--- src/rtl/shdir_pkg.sv ---
package shdir_pkg;
  typedef enum logic [1:0] {
    ST_I = 2'b00,
    ST_S = 2'b01,
    ST_E = 2'b10,
    ST_M = 2'b11
  } line_st_e;
endpackage

--- src/rtl/shdir_table.sv ---
module shdir_table
  import shdir_pkg::*;
#(
  parameter int NCORE = 4,
  parameter int NLINE = 16,
  localparam int LW = $clog2(NLINE)
) (
  input  logic             clk,
  input  logic             rst_n,
  input  logic [LW-1:0]    rd_idx,
  output line_st_e         rd_st,
  output logic [NCORE-1:0] rd_pres,
  input  logic             wr_en,
  input  logic [LW-1:0]    wr_idx,
  input  line_st_e         wr_st,
  input  logic [NCORE-1:0] wr_pres
);
  line_st_e         st_q   [NLINE];
  logic [NCORE-1:0] pres_q [NLINE];

  for (genvar g = 0; g < NLINE; g++) begin : g_ent
    logic hit;
    assign hit = wr_en && (wr_idx == LW'(g));
    always_ff @(posedge clk or negedge rst_n) begin
      if (!rst_n) begin
        st_q[g]   <= ST_I;
        pres_q[g] <= '0;
      end else if (hit) begin
        st_q[g]   <= wr_st;
        pres_q[g] <= wr_pres;
      end
    end
    // a modified line always has exactly one holder
    a_r7_one_owner: assert property (@(posedge clk) disable iff (!rst_n)
      (st_q[g] == ST_M) |-> $onehot(pres_q[g]));
    // an invalid line never records holders
    a_r1_invalid_empty: assert property (@(posedge clk) disable iff (!rst_n)
      (st_q[g] == ST_I) |-> (pres_q[g] == '0));
  end

  assign rd_st   = st_q[rd_idx];
  assign rd_pres = pres_q[rd_idx];
endmodule

--- src/rtl/shdir_decide.sv ---
module shdir_decide
  import shdir_pkg::*;
#(
  parameter int NCORE = 4,
  localparam int CW = (NCORE > 1) ? $clog2(NCORE) : 1
) (
  input  line_st_e         cur_st,
  input  logic [NCORE-1:0] cur_pres,
  input  logic [CW-1:0]    core,
  input  logic             write,
  output logic [NCORE-1:0] inv_mask,
  output line_st_e         nxt_st,
  output logic [NCORE-1:0] nxt_pres
);
  logic [NCORE-1:0] self_bit;
  logic [NCORE-1:0] others;

  assign self_bit = NCORE'(1) << core;
  assign others   = cur_pres & ~self_bit;

  always_comb begin
    inv_mask = '0;
    nxt_st   = cur_st;
    nxt_pres = cur_pres | self_bit;
    if (write) begin
      inv_mask = others;
      nxt_st   = ST_M;
      nxt_pres = self_bit;
    end else begin
      unique case (cur_st)
        ST_I: begin
          nxt_st   = ST_E;
          nxt_pres = self_bit;
        end
        ST_S: nxt_st = ST_S;
        ST_E: nxt_st = (others == '0) ? ST_E : ST_S;
        ST_M: begin
          if (others != '0) begin
            inv_mask = others;
            nxt_st   = ST_E;
            nxt_pres = self_bit;
          end
        end
        default: nxt_st = cur_st;
      endcase
    end
  end
endmodule

--- src/rtl/shdir_track.sv ---
module shdir_track
  import shdir_pkg::*;
#(
  parameter int NCORE = 4,
  parameter int NLINE = 16,
  localparam int CW = (NCORE > 1) ? $clog2(NCORE) : 1,
  localparam int LW = $clog2(NLINE)
) (
  input  logic             clk,
  input  logic             rst_n,
  input  logic             start,
  input  logic [LW-1:0]    start_line,
  input  logic [CW-1:0]    start_core,
  input  logic [NCORE-1:0] start_mask,
  input  line_st_e         start_st,
  input  logic [NCORE-1:0] acks,
  output logic             busy,
  output logic [LW-1:0]    line,
  output logic [CW-1:0]    core,
  output line_st_e         fin_st,
  output logic [NCORE-1:0] pend,
  output logic             done
);
  logic             busy_d;
  logic [NCORE-1:0] pend_d;
  logic             cap_en;

  assign done   = busy && (pend == '0);
  assign cap_en = start;

  always_comb begin
    busy_d = busy;
    pend_d = pend & ~acks;
    if (done) busy_d = 1'b0;
    if (start) begin
      busy_d = 1'b1;
      pend_d = start_mask;
    end
  end

  always_ff @(posedge clk or negedge rst_n) begin
    if (!rst_n) begin
      busy <= 1'b0;
      pend <= '0;
    end else begin
      busy <= busy_d;
      pend <= pend_d;
    end
  end

  always_ff @(posedge clk or negedge rst_n) begin
    if (!rst_n) begin
      line   <= '0;
      core   <= '0;
      fin_st <= ST_I;
    end else if (cap_en) begin
      line   <= start_line;
      core   <= start_core;
      fin_st <= start_st;
    end
  end

  // the requester never invalidates itself
  a_r5_self_excluded: assert property (@(posedge clk) disable iff (!rst_n)
    busy |-> !pend[core]);
  // a started transaction always has at least one target
  a_r5_nonempty_start: assert property (@(posedge clk) disable iff (!rst_n)
    $rose(busy) |-> (pend != '0));

  for (genvar i = 0; i < NCORE; i++) begin : g_chk
    // an invalidate drops only after its acknowledgement
    a_r6_ack_clears: assert property (@(posedge clk) disable iff (!rst_n)
      ($past(busy) && $past(pend[i]) && !pend[i] && busy) |-> $past(acks[i]));
  end
endmodule

--- src/rtl/sharer_dir.sv ---
module sharer_dir
  import shdir_pkg::*;
#(
  parameter int NCORE = 4,
  parameter int NLINE = 16,
  localparam int CW = (NCORE > 1) ? $clog2(NCORE) : 1,
  localparam int LW = $clog2(NLINE)
) (
  input  logic             clk,
  input  logic             rst_n,
  input  logic             req_valid,
  output logic             req_ready,
  input  logic [CW-1:0]    req_core,
  input  logic [LW-1:0]    req_line,
  input  logic             req_write,
  output logic [NCORE-1:0] inv_req,
  output logic [LW-1:0]    inv_line,
  input  logic [NCORE-1:0] inv_ack,
  output logic             gnt_valid,
  output logic [CW-1:0]    gnt_core,
  output logic [LW-1:0]    gnt_line,
  output logic [1:0]       gnt_state
);
  logic [1:0] rst_q;
  logic       rst_i_n;

  always_ff @(posedge clk or negedge rst_n) begin
    if (!rst_n) rst_q <= 2'b00;
    else        rst_q <= {rst_q[0], 1'b1};
  end
  assign rst_i_n = rst_q[1];

  line_st_e         cur_st, nxt_st, trk_st, wr_st;
  logic [NCORE-1:0] cur_pres, nxt_pres, inv_mask, wr_pres, trk_pend;
  logic             need_inv, accept, trk_busy, trk_done, wr_en, line_hit;
  logic [LW-1:0]    trk_line, wr_idx;
  logic [CW-1:0]    trk_core;

  shdir_table #(.NCORE(NCORE), .NLINE(NLINE)) u_tab (
    .clk(clk), .rst_n(rst_i_n), .rd_idx(req_line), .rd_st(cur_st),
    .rd_pres(cur_pres), .wr_en(wr_en), .wr_idx(wr_idx), .wr_st(wr_st),
    .wr_pres(wr_pres));

  shdir_decide #(.NCORE(NCORE)) u_dec (
    .cur_st(cur_st), .cur_pres(cur_pres), .core(req_core), .write(req_write),
    .inv_mask(inv_mask), .nxt_st(nxt_st), .nxt_pres(nxt_pres));

  assign need_inv  = (inv_mask != '0);
  assign line_hit  = trk_busy && (trk_line == req_line);
  assign req_ready = rst_i_n && !trk_done && !line_hit && !(trk_busy && need_inv);
  assign accept    = req_valid && req_ready;

  shdir_track #(.NCORE(NCORE), .NLINE(NLINE)) u_trk (
    .clk(clk), .rst_n(rst_i_n), .start(accept && need_inv),
    .start_line(req_line), .start_core(req_core), .start_mask(inv_mask),
    .start_st(nxt_st), .acks(inv_ack), .busy(trk_busy), .line(trk_line),
    .core(trk_core), .fin_st(trk_st), .pend(trk_pend), .done(trk_done));

  always_comb begin
    wr_en   = 1'b0;
    wr_idx  = req_line;
    wr_st   = nxt_st;
    wr_pres = nxt_pres;
    if (trk_done) begin
      wr_en   = 1'b1;
      wr_idx  = trk_line;
      wr_st   = trk_st;
      wr_pres = NCORE'(1) << trk_core;
    end else if (accept && !need_inv) begin
      wr_en = 1'b1;
    end
  end

  logic          gv_d;
  logic [CW-1:0] gc_d;
  logic [LW-1:0] gl_d;
  logic [1:0]    gs_d;

  always_comb begin
    gv_d = trk_done || (accept && !need_inv);
    gc_d = trk_done ? trk_core : req_core;
    gl_d = trk_done ? trk_line : req_line;
    gs_d = trk_done ? trk_st   : nxt_st;
  end

  always_ff @(posedge clk or negedge rst_i_n) begin
    if (!rst_i_n) begin
      gnt_valid <= 1'b0;
      gnt_core  <= '0;
      gnt_line  <= '0;
      gnt_state <= ST_I;
    end else begin
      gnt_valid <= gv_d;
      if (gv_d) begin
        gnt_core  <= gc_d;
        gnt_line  <= gl_d;
        gnt_state <= gs_d;
      end
    end
  end

  assign inv_req  = trk_pend;
  assign inv_line = trk_line;

  // the busy line is never accepted again
  a_r9_busy_line_stall: assert property (@(posedge clk) disable iff (!rst_i_n)
    (trk_busy && req_valid && req_line == trk_line) |-> !req_ready);
  // tracker completion yields a grant for its line
  a_r6_grant_on_finish: assert property (@(posedge clk) disable iff (!rst_i_n)
    $fell(trk_busy) |-> (gnt_valid && gnt_line == $past(trk_line)));
  // every write grant is Modified
  a_r7_write_grant_m: assert property (@(posedge clk) disable iff (!rst_i_n)
    (accept && req_write && !need_inv) |=> (gnt_valid && gnt_state == ST_M));
  // invalidates only exist inside a tracked transaction
  a_r10_inv_in_txn: assert property (@(posedge clk) disable iff (!rst_i_n)
    (inv_req != '0) |-> trk_busy);
endmodule

--- config.mk ---
export PLATFORM = sky130hd
export DESIGN_NAME = sharer_dir
export DESIGN_NICKNAME = d
export VERILOG_FILES = /design/src/rtl/shdir_pkg.sv /design/src/rtl/shdir_table.sv /design/src/rtl/shdir_decide.sv /design/src/rtl/shdir_track.sv /design/src/rtl/sharer_dir.sv
export SDC_FILE = /design/constraint.sdc
export NUM_CORES = 1
export LEC_CHECK = 0
export CAP_MARGIN = 20
export CORE_MARGIN = 5
export CORE_UTILIZATION = 69
export DETAILED_ROUTE_END_ITERATION = 6
export DONT_BUFFER_PORTS = 1
export PLACE_DENSITY_LB_ADDON = 0.2
export SYNTH_ARGS = -nofsm -noshare
export SYNTH_HDL_FRONTEND = slang
export SYNTH_SLANG_ARGS = --single-unit
--- constraint.sdc ---
create_clock -name clk -period 12.1 [get_ports clk]
set_input_delay 2.42 -clock clk [delete_from_list [all_inputs] [get_ports clk]]
set_output_delay 2.42 -clock clk [all_outputs]
set_load 0.02 [all_outputs]
Word-level counts from Yosys, hierarchy flattened. Cells that the tools add are included.

Bits in registers: 120. Output and inout bits: 18. Logic and storage cells: 132.

$lt $le $gt $ge: 1. Eq/ne operators: 19. Shifts and indexed selects: 2. Mux-type cells: 25. Bitwise logic cells: 6. Reduce and logical (&&, ||, !) cells: 37.

Operators with widths (number): 4-bit two-way mux (10); 4-bit equality test (second input constant) (8); 1-bit logical AND (25); 4-bit binary-select mux with 4-bit select (1); 4-bit by 3-bit equality test with 1-bit output (second input constant) (4); 2-bit two-way mux (7); 4-bit logical NOT (3); 4-bit AND (2); 2-bit binary-select mux with 4-bit select (1); 4-bit by 2-bit equality test with 1-bit output (second input constant) (2); 4-bit NOT (2); 2-bit case mux with 4 select lines (1); 4-bit case mux with 2 select lines (1); 4-bit nonzero test (2); 1-bit by 2-bit left shift with 4-bit output (first input constant) (2); 5-bit >= comparator (second input constant) (1); 4-bit NOT with 5-bit output (1); 2-bit equality test (second input constant) (2); 4-bit by 1-bit equality test with 1-bit output (second input constant) (1); 4-bit equality test (1); 1-bit logical NOT (4); 1-bit two-way mux (4); 4-bit bitwise OR (1); 2-bit by 1-bit equality test with 1-bit output (second input constant) (1); 3 further kinds (3).

Longest topological paths before layout.
Word-level depth: 18. Mapped depth: 17.

Modules after synthesis. Synthesis repeated with hierarchy kept, for this count alone.

Cells, all modules: 451. Area, all modules: 6014.5 µm².

By module, submodules not included: shdir_table (instances 1, cells an instance 281, area each 4370.4 µm², seq. area each 2402.3 µm²); sharer_dir (instances 1, cells an instance 93, area each 845.8 µm², seq. area each 275.3 µm²); shdir_track (instances 1, cells an instance 39, area each 536.8 µm², seq. area each 325.3 µm²); shdir_decide (instances 1, cells an instance 38, area each 261.5 µm², seq. area each 0.0 µm²).

Worst setup path after synthesis. No wires, ideal clock.

Kind: input to output. Start point: in req_line[1]. End point: out req_ready. Arrival time: 5.078 ns. Required time: 9.680 ns. Slack: 4.602 ns. Stages on the path: 13. Path buffers: 3. Cells stage by stage: buf_4 buf_4 buf_4 mux4_2 nand2_1 nand2_1 o21ai_0 inv_1 ha_1 nor2_1 nor2_1 o21ai_0 and3_1.

Cells in the longest elaborated chain, start to end: 13. Elaborated cells on any way between the ends: 21. Those cells by class: eq/ne: 2; mux: 9; bitwise: 2; reduce/logical: 8.

Ends and longest elaborated chain: start: declaration (line sharer_dir.sv:14) `input logic [LW-1:0] req_line,`; 4-bit NOT with 5-bit output (not written as such) (line shdir_table.sv:41, shdir_table.sv:42); 4-bit binary-select mux with 4-bit select (line shdir_table.sv:42) `assign rd_pres = pres_q[rd_idx];`; 4-bit two-way mux (not written as such) (2 in series) (line shdir_table.sv:42); 4-bit AND (line shdir_decide.sv:19) `assign others = cur_pres & ~self_bit;`; 4-bit nonzero test (line shdir_decide.sv:38) `if (others != '0) begin`; 4-bit two-way mux (line shdir_decide.sv:38); 4-bit two-way mux (line shdir_decide.sv:30) `unique case (cur_st)`; 4-bit two-way mux (line shdir_decide.sv:25) `if (write) begin`; 4-bit nonzero test (line sharer_dir.sv:48) `assign need_inv = (inv_mask != '0);`; 1-bit logical AND (line sharer_dir.sv:50) `assign req_ready = rst_i_n && !trk_done && !line_hit && !(trk_busy && need_inv);`; 1-bit logical NOT (line sharer_dir.sv:50); 1-bit logical AND (*) (line sharer_dir.sv:50); end: declaration (line sharer_dir.sv:12) `output logic req_ready,`.

Mark *: on every way between the ends. The rest lies on a longest branch, timed or not. The select of a mux whose other input is x is not followed.

Worst setup path after layout. Same ends and word-level chain as after synthesis.

==> metrics.md <==
| Metric | Value |
|---|---|
| Fraction of the cycle the final worst path needs | around three fifths |
| Post-Synthesis Cell Area | between 6000 and 7000 um2 |
| Remaining Overflow, GRT | 0 |
| Vias in the first global route | 4339 |
| Initial DRC count | ~460 |
| Reg2reg start | u_tab.st_q[9] |
| Ant diodes | 0 |
| Initial antenna violation count | 0 |
| Layout cells sized above 1 | 26.87% |
| Asr flop ratio synth | 100.0% |
| Worst-Skew Late Latency | between 500 and 600 ps |
| Fin crit period | about 7400 ps |
| Area leader, netlist | dfrtp_1 |
| Synth cell count leaders | dfrtp_1, mux2_2, nand2_1, mux2i_1, o21ai_0 |
| Fmax | approximately 140 MHz |
| Htree depth | 4 |
| Worst setup SP type | input port |
| I/O pin count | 32 |
| Antenna Nets Post-Route | 0 |
| Worst slack, placed | 4857 ps |
| RD Place Congestion | just over 0.9 |
| Post-CTS Setup Inserts | 0 |
| EDFF count, synth | 0 |
| Hold WC Path Type | reg -> async |
| Final WL | ~15000 um |
| R2R setup slack | ~8000 ps |
| Fillers | 530 |
| Final nets | approximately 530 |
| First-pass GRT wire length | about 24000 um |
| Drt wl/cell | 23.53 um |
| Fin. Hold Viols | 0 |
| Status | finished, final reports clean |
| Synth Warn # | 0 |
| Die X-Extent | 105.5 um |
| Largest net degree at the start of global routing | 79 |
| Share of the synthesized area in the top cell type | between 40% and 50% |
| Drc violations | 0 |
| Post_cts resized | 0 |
| CTS Sinks | between 100 and 150 |
| TritonCTS clock tree | done |
| Total track usage | around 28% |
| Synth Area per Inst | 12.12 um2 |
| Yosys reg bits | 120 |
| Initial core utilization | 71.41% |
| RSZ-0062 raised after global routing | false |
| Worst R2R End | u_tab.pres_q[20] |
| Synth Net Count | between 500 and 600 |
| Number of max-cap violations | 0 |
| Most frequent cell after synthesis | dfrtp_1 |
| Pwr Total | 1742 uW |
| Hold Slack | roughly 310 ps |
| Worst Setup Path Type | in -> out |
| Post-synth cell types | 63 |
| Mapped Cells | 519 |
| Core area | 8806 um2 |
| Post-layout util | between 70 and 80% |
| Synth Flop Type | dfrtp_1 |
| Clk pin slew, worst setup/hold paths | 60 ps |
| Crit. End Element | output pin |
| Pwr dens | 254.8 nW/um2 |
| Leakage | between 0.003 and 0.004 uW |
| Register area share after synthesis | a little under half |
| Clock Tree Root | clkbuf_8 |
| Setup TNS Final | 0 ps |
| Max VDD drop | 0.0001277 V |
| Cts hold-fix bufs | 0 |
| Cell Rows | 34 |
| Area grow syn2layout | 8.675% |
| Max-slew headroom | roughly 33% |
| Max-slew violations | 0 |
| Skew final | approximately 9.1 ps |
| Port bufs | 0 |
| Worst path arrival time | between 4000 and 5000 ps |
| Final Setup Violations | 0 |
| Setup ws final | approximately 4700 ps |
| Crit-path max FO | 41 |
| Reg2Reg Depth | 13 |
| Die Ht | 105.5 um |
| Top cells by area, synth | dfrtp_1, mux2_2, mux2i_1 |
| DP Wirelength | ~9500 um |
| CTS buffer count | 17 |
| Die area | 11120 um2 |
| Slew @ Worst Pin | 990.8 ps |
| First-pass DRT Iterations | 5 |
| Vias per std cell | 6.804 |
| Worst path required time | between 9000 and 10000 ps |
| Deepest clock path buffer count | 2 |
| Vias | approximately 4300 |
-- per-stage QoR --
| step | instances | area (um2) |
|---|---|---|
| 2_1_floorplan | 519 | 6289 |
| 3_3_place_gp | 593 | 6242 |
| 4_1_cts | 626 | 6812 |
| 5_1_grt | 629 | 6834 |
| 3_5_place_dp | 594 | 6250 |
| 6_report | 629 | 6834 |
-- flip-flops by register name, indices dropped and copies added, names as in the netlist, 4 cells and up --
signal / flops
u_trk.line: 4
u_tab.st_q: 32
gnt_line: 4
u_tab.pres_q: 64
u_trk.pend: 4
-- worst max-delay path, cell delays in order --
cell     delay, ps
mux4_2         480
nand2_1         90
nand2_1         70
o21ai_0        450
inv_1          160
ha_1           270
nor2_1         360
nor2_1         130
o21ai_0        180
and3_1         310
-- layer usage --
metal	share of wire [%]	global-route usage, %	vias up
li1	-	-	1869
met1	43	37.80	2154
met2	47	42.67	224
met3	8.0	7.029	33
met4	2.4	11.62	0
met5	0	0	-
-- worst max path at each step --
| stage | from | end | slack [ps] | cells after the start |
|---|---|---|---|---|
| final | req_line[1] | req_ready | 4720 | 10 |
| after global routing | req_line[1] | req_ready | 4580 | 10 |
| after CTS | req_line[1] | req_ready | 4780 | 10 |
| after detailed placement | req_line[1] | req_ready | 4860 | 10 |
| after global placement | req_line[1] | req_ready | 4950 | 10 |
| after floorplan | req_line[1] | req_ready | 4600 | 13 |
-- layout make-up --
type / count / area, um2 / area share, %
clock buffer: 19 / 441.7 / 6.463
tap: 108 / 135.1 / 1.977
sequential: 120 / 3007 / 43.99
timing repair buffer: 9 / 67.56 / 0.9886
clock inverter: 13 / 120.1 / 1.758
multi-input combinational: 349 / 3022 / 44.21
inverter: 11 / 41.29 / 0.6042
-- cells by family after synthesis --
logic type | Yosys count | share of synthesized area, %
multiplexers | 137 | 26.72
flip-flops | 120 | 47.75
AND/OR/NAND/NOR | 114 | 9.312
AO/OA/AOI/OAI | 89 | 10.53
buffers and inverters | 50 | 4.278
adder cells (fa/ha/maj) | 4 | 0.7959
XOR/XNOR | 4 | 0.5570
other | 1 | 0.05963
-- placed cells by master, fill, tap and decap left out, types with 12 or more instances in the layout --
cell type / netlist / routed
o21ai_0: 23 / 23
mux2_4: 20 / 20
mux2_2: 51 / 51
mux2i_1: 40 / 40
clkbuf_16: 0 / 16
dfrtp_1: 120 / 119
nor2_1: 16 / 16
nand2_1: 43 / 43
mux2_1: 16 / 16
a22o_1: 12 / 12
-- power by group --
| group | leakage (uW) | total [uW] | switching [uW] | internal (uW) |
|---|---|---|---|---|
| clock network | 0.000271 | 477 | 193 | 285 |
| logic | 0.00130 | 551 | 281 | 270 |
| registers | 0.00153 | 714 | 146 | 568 |
Note: power is estimated with default switching activity, not from simulation.
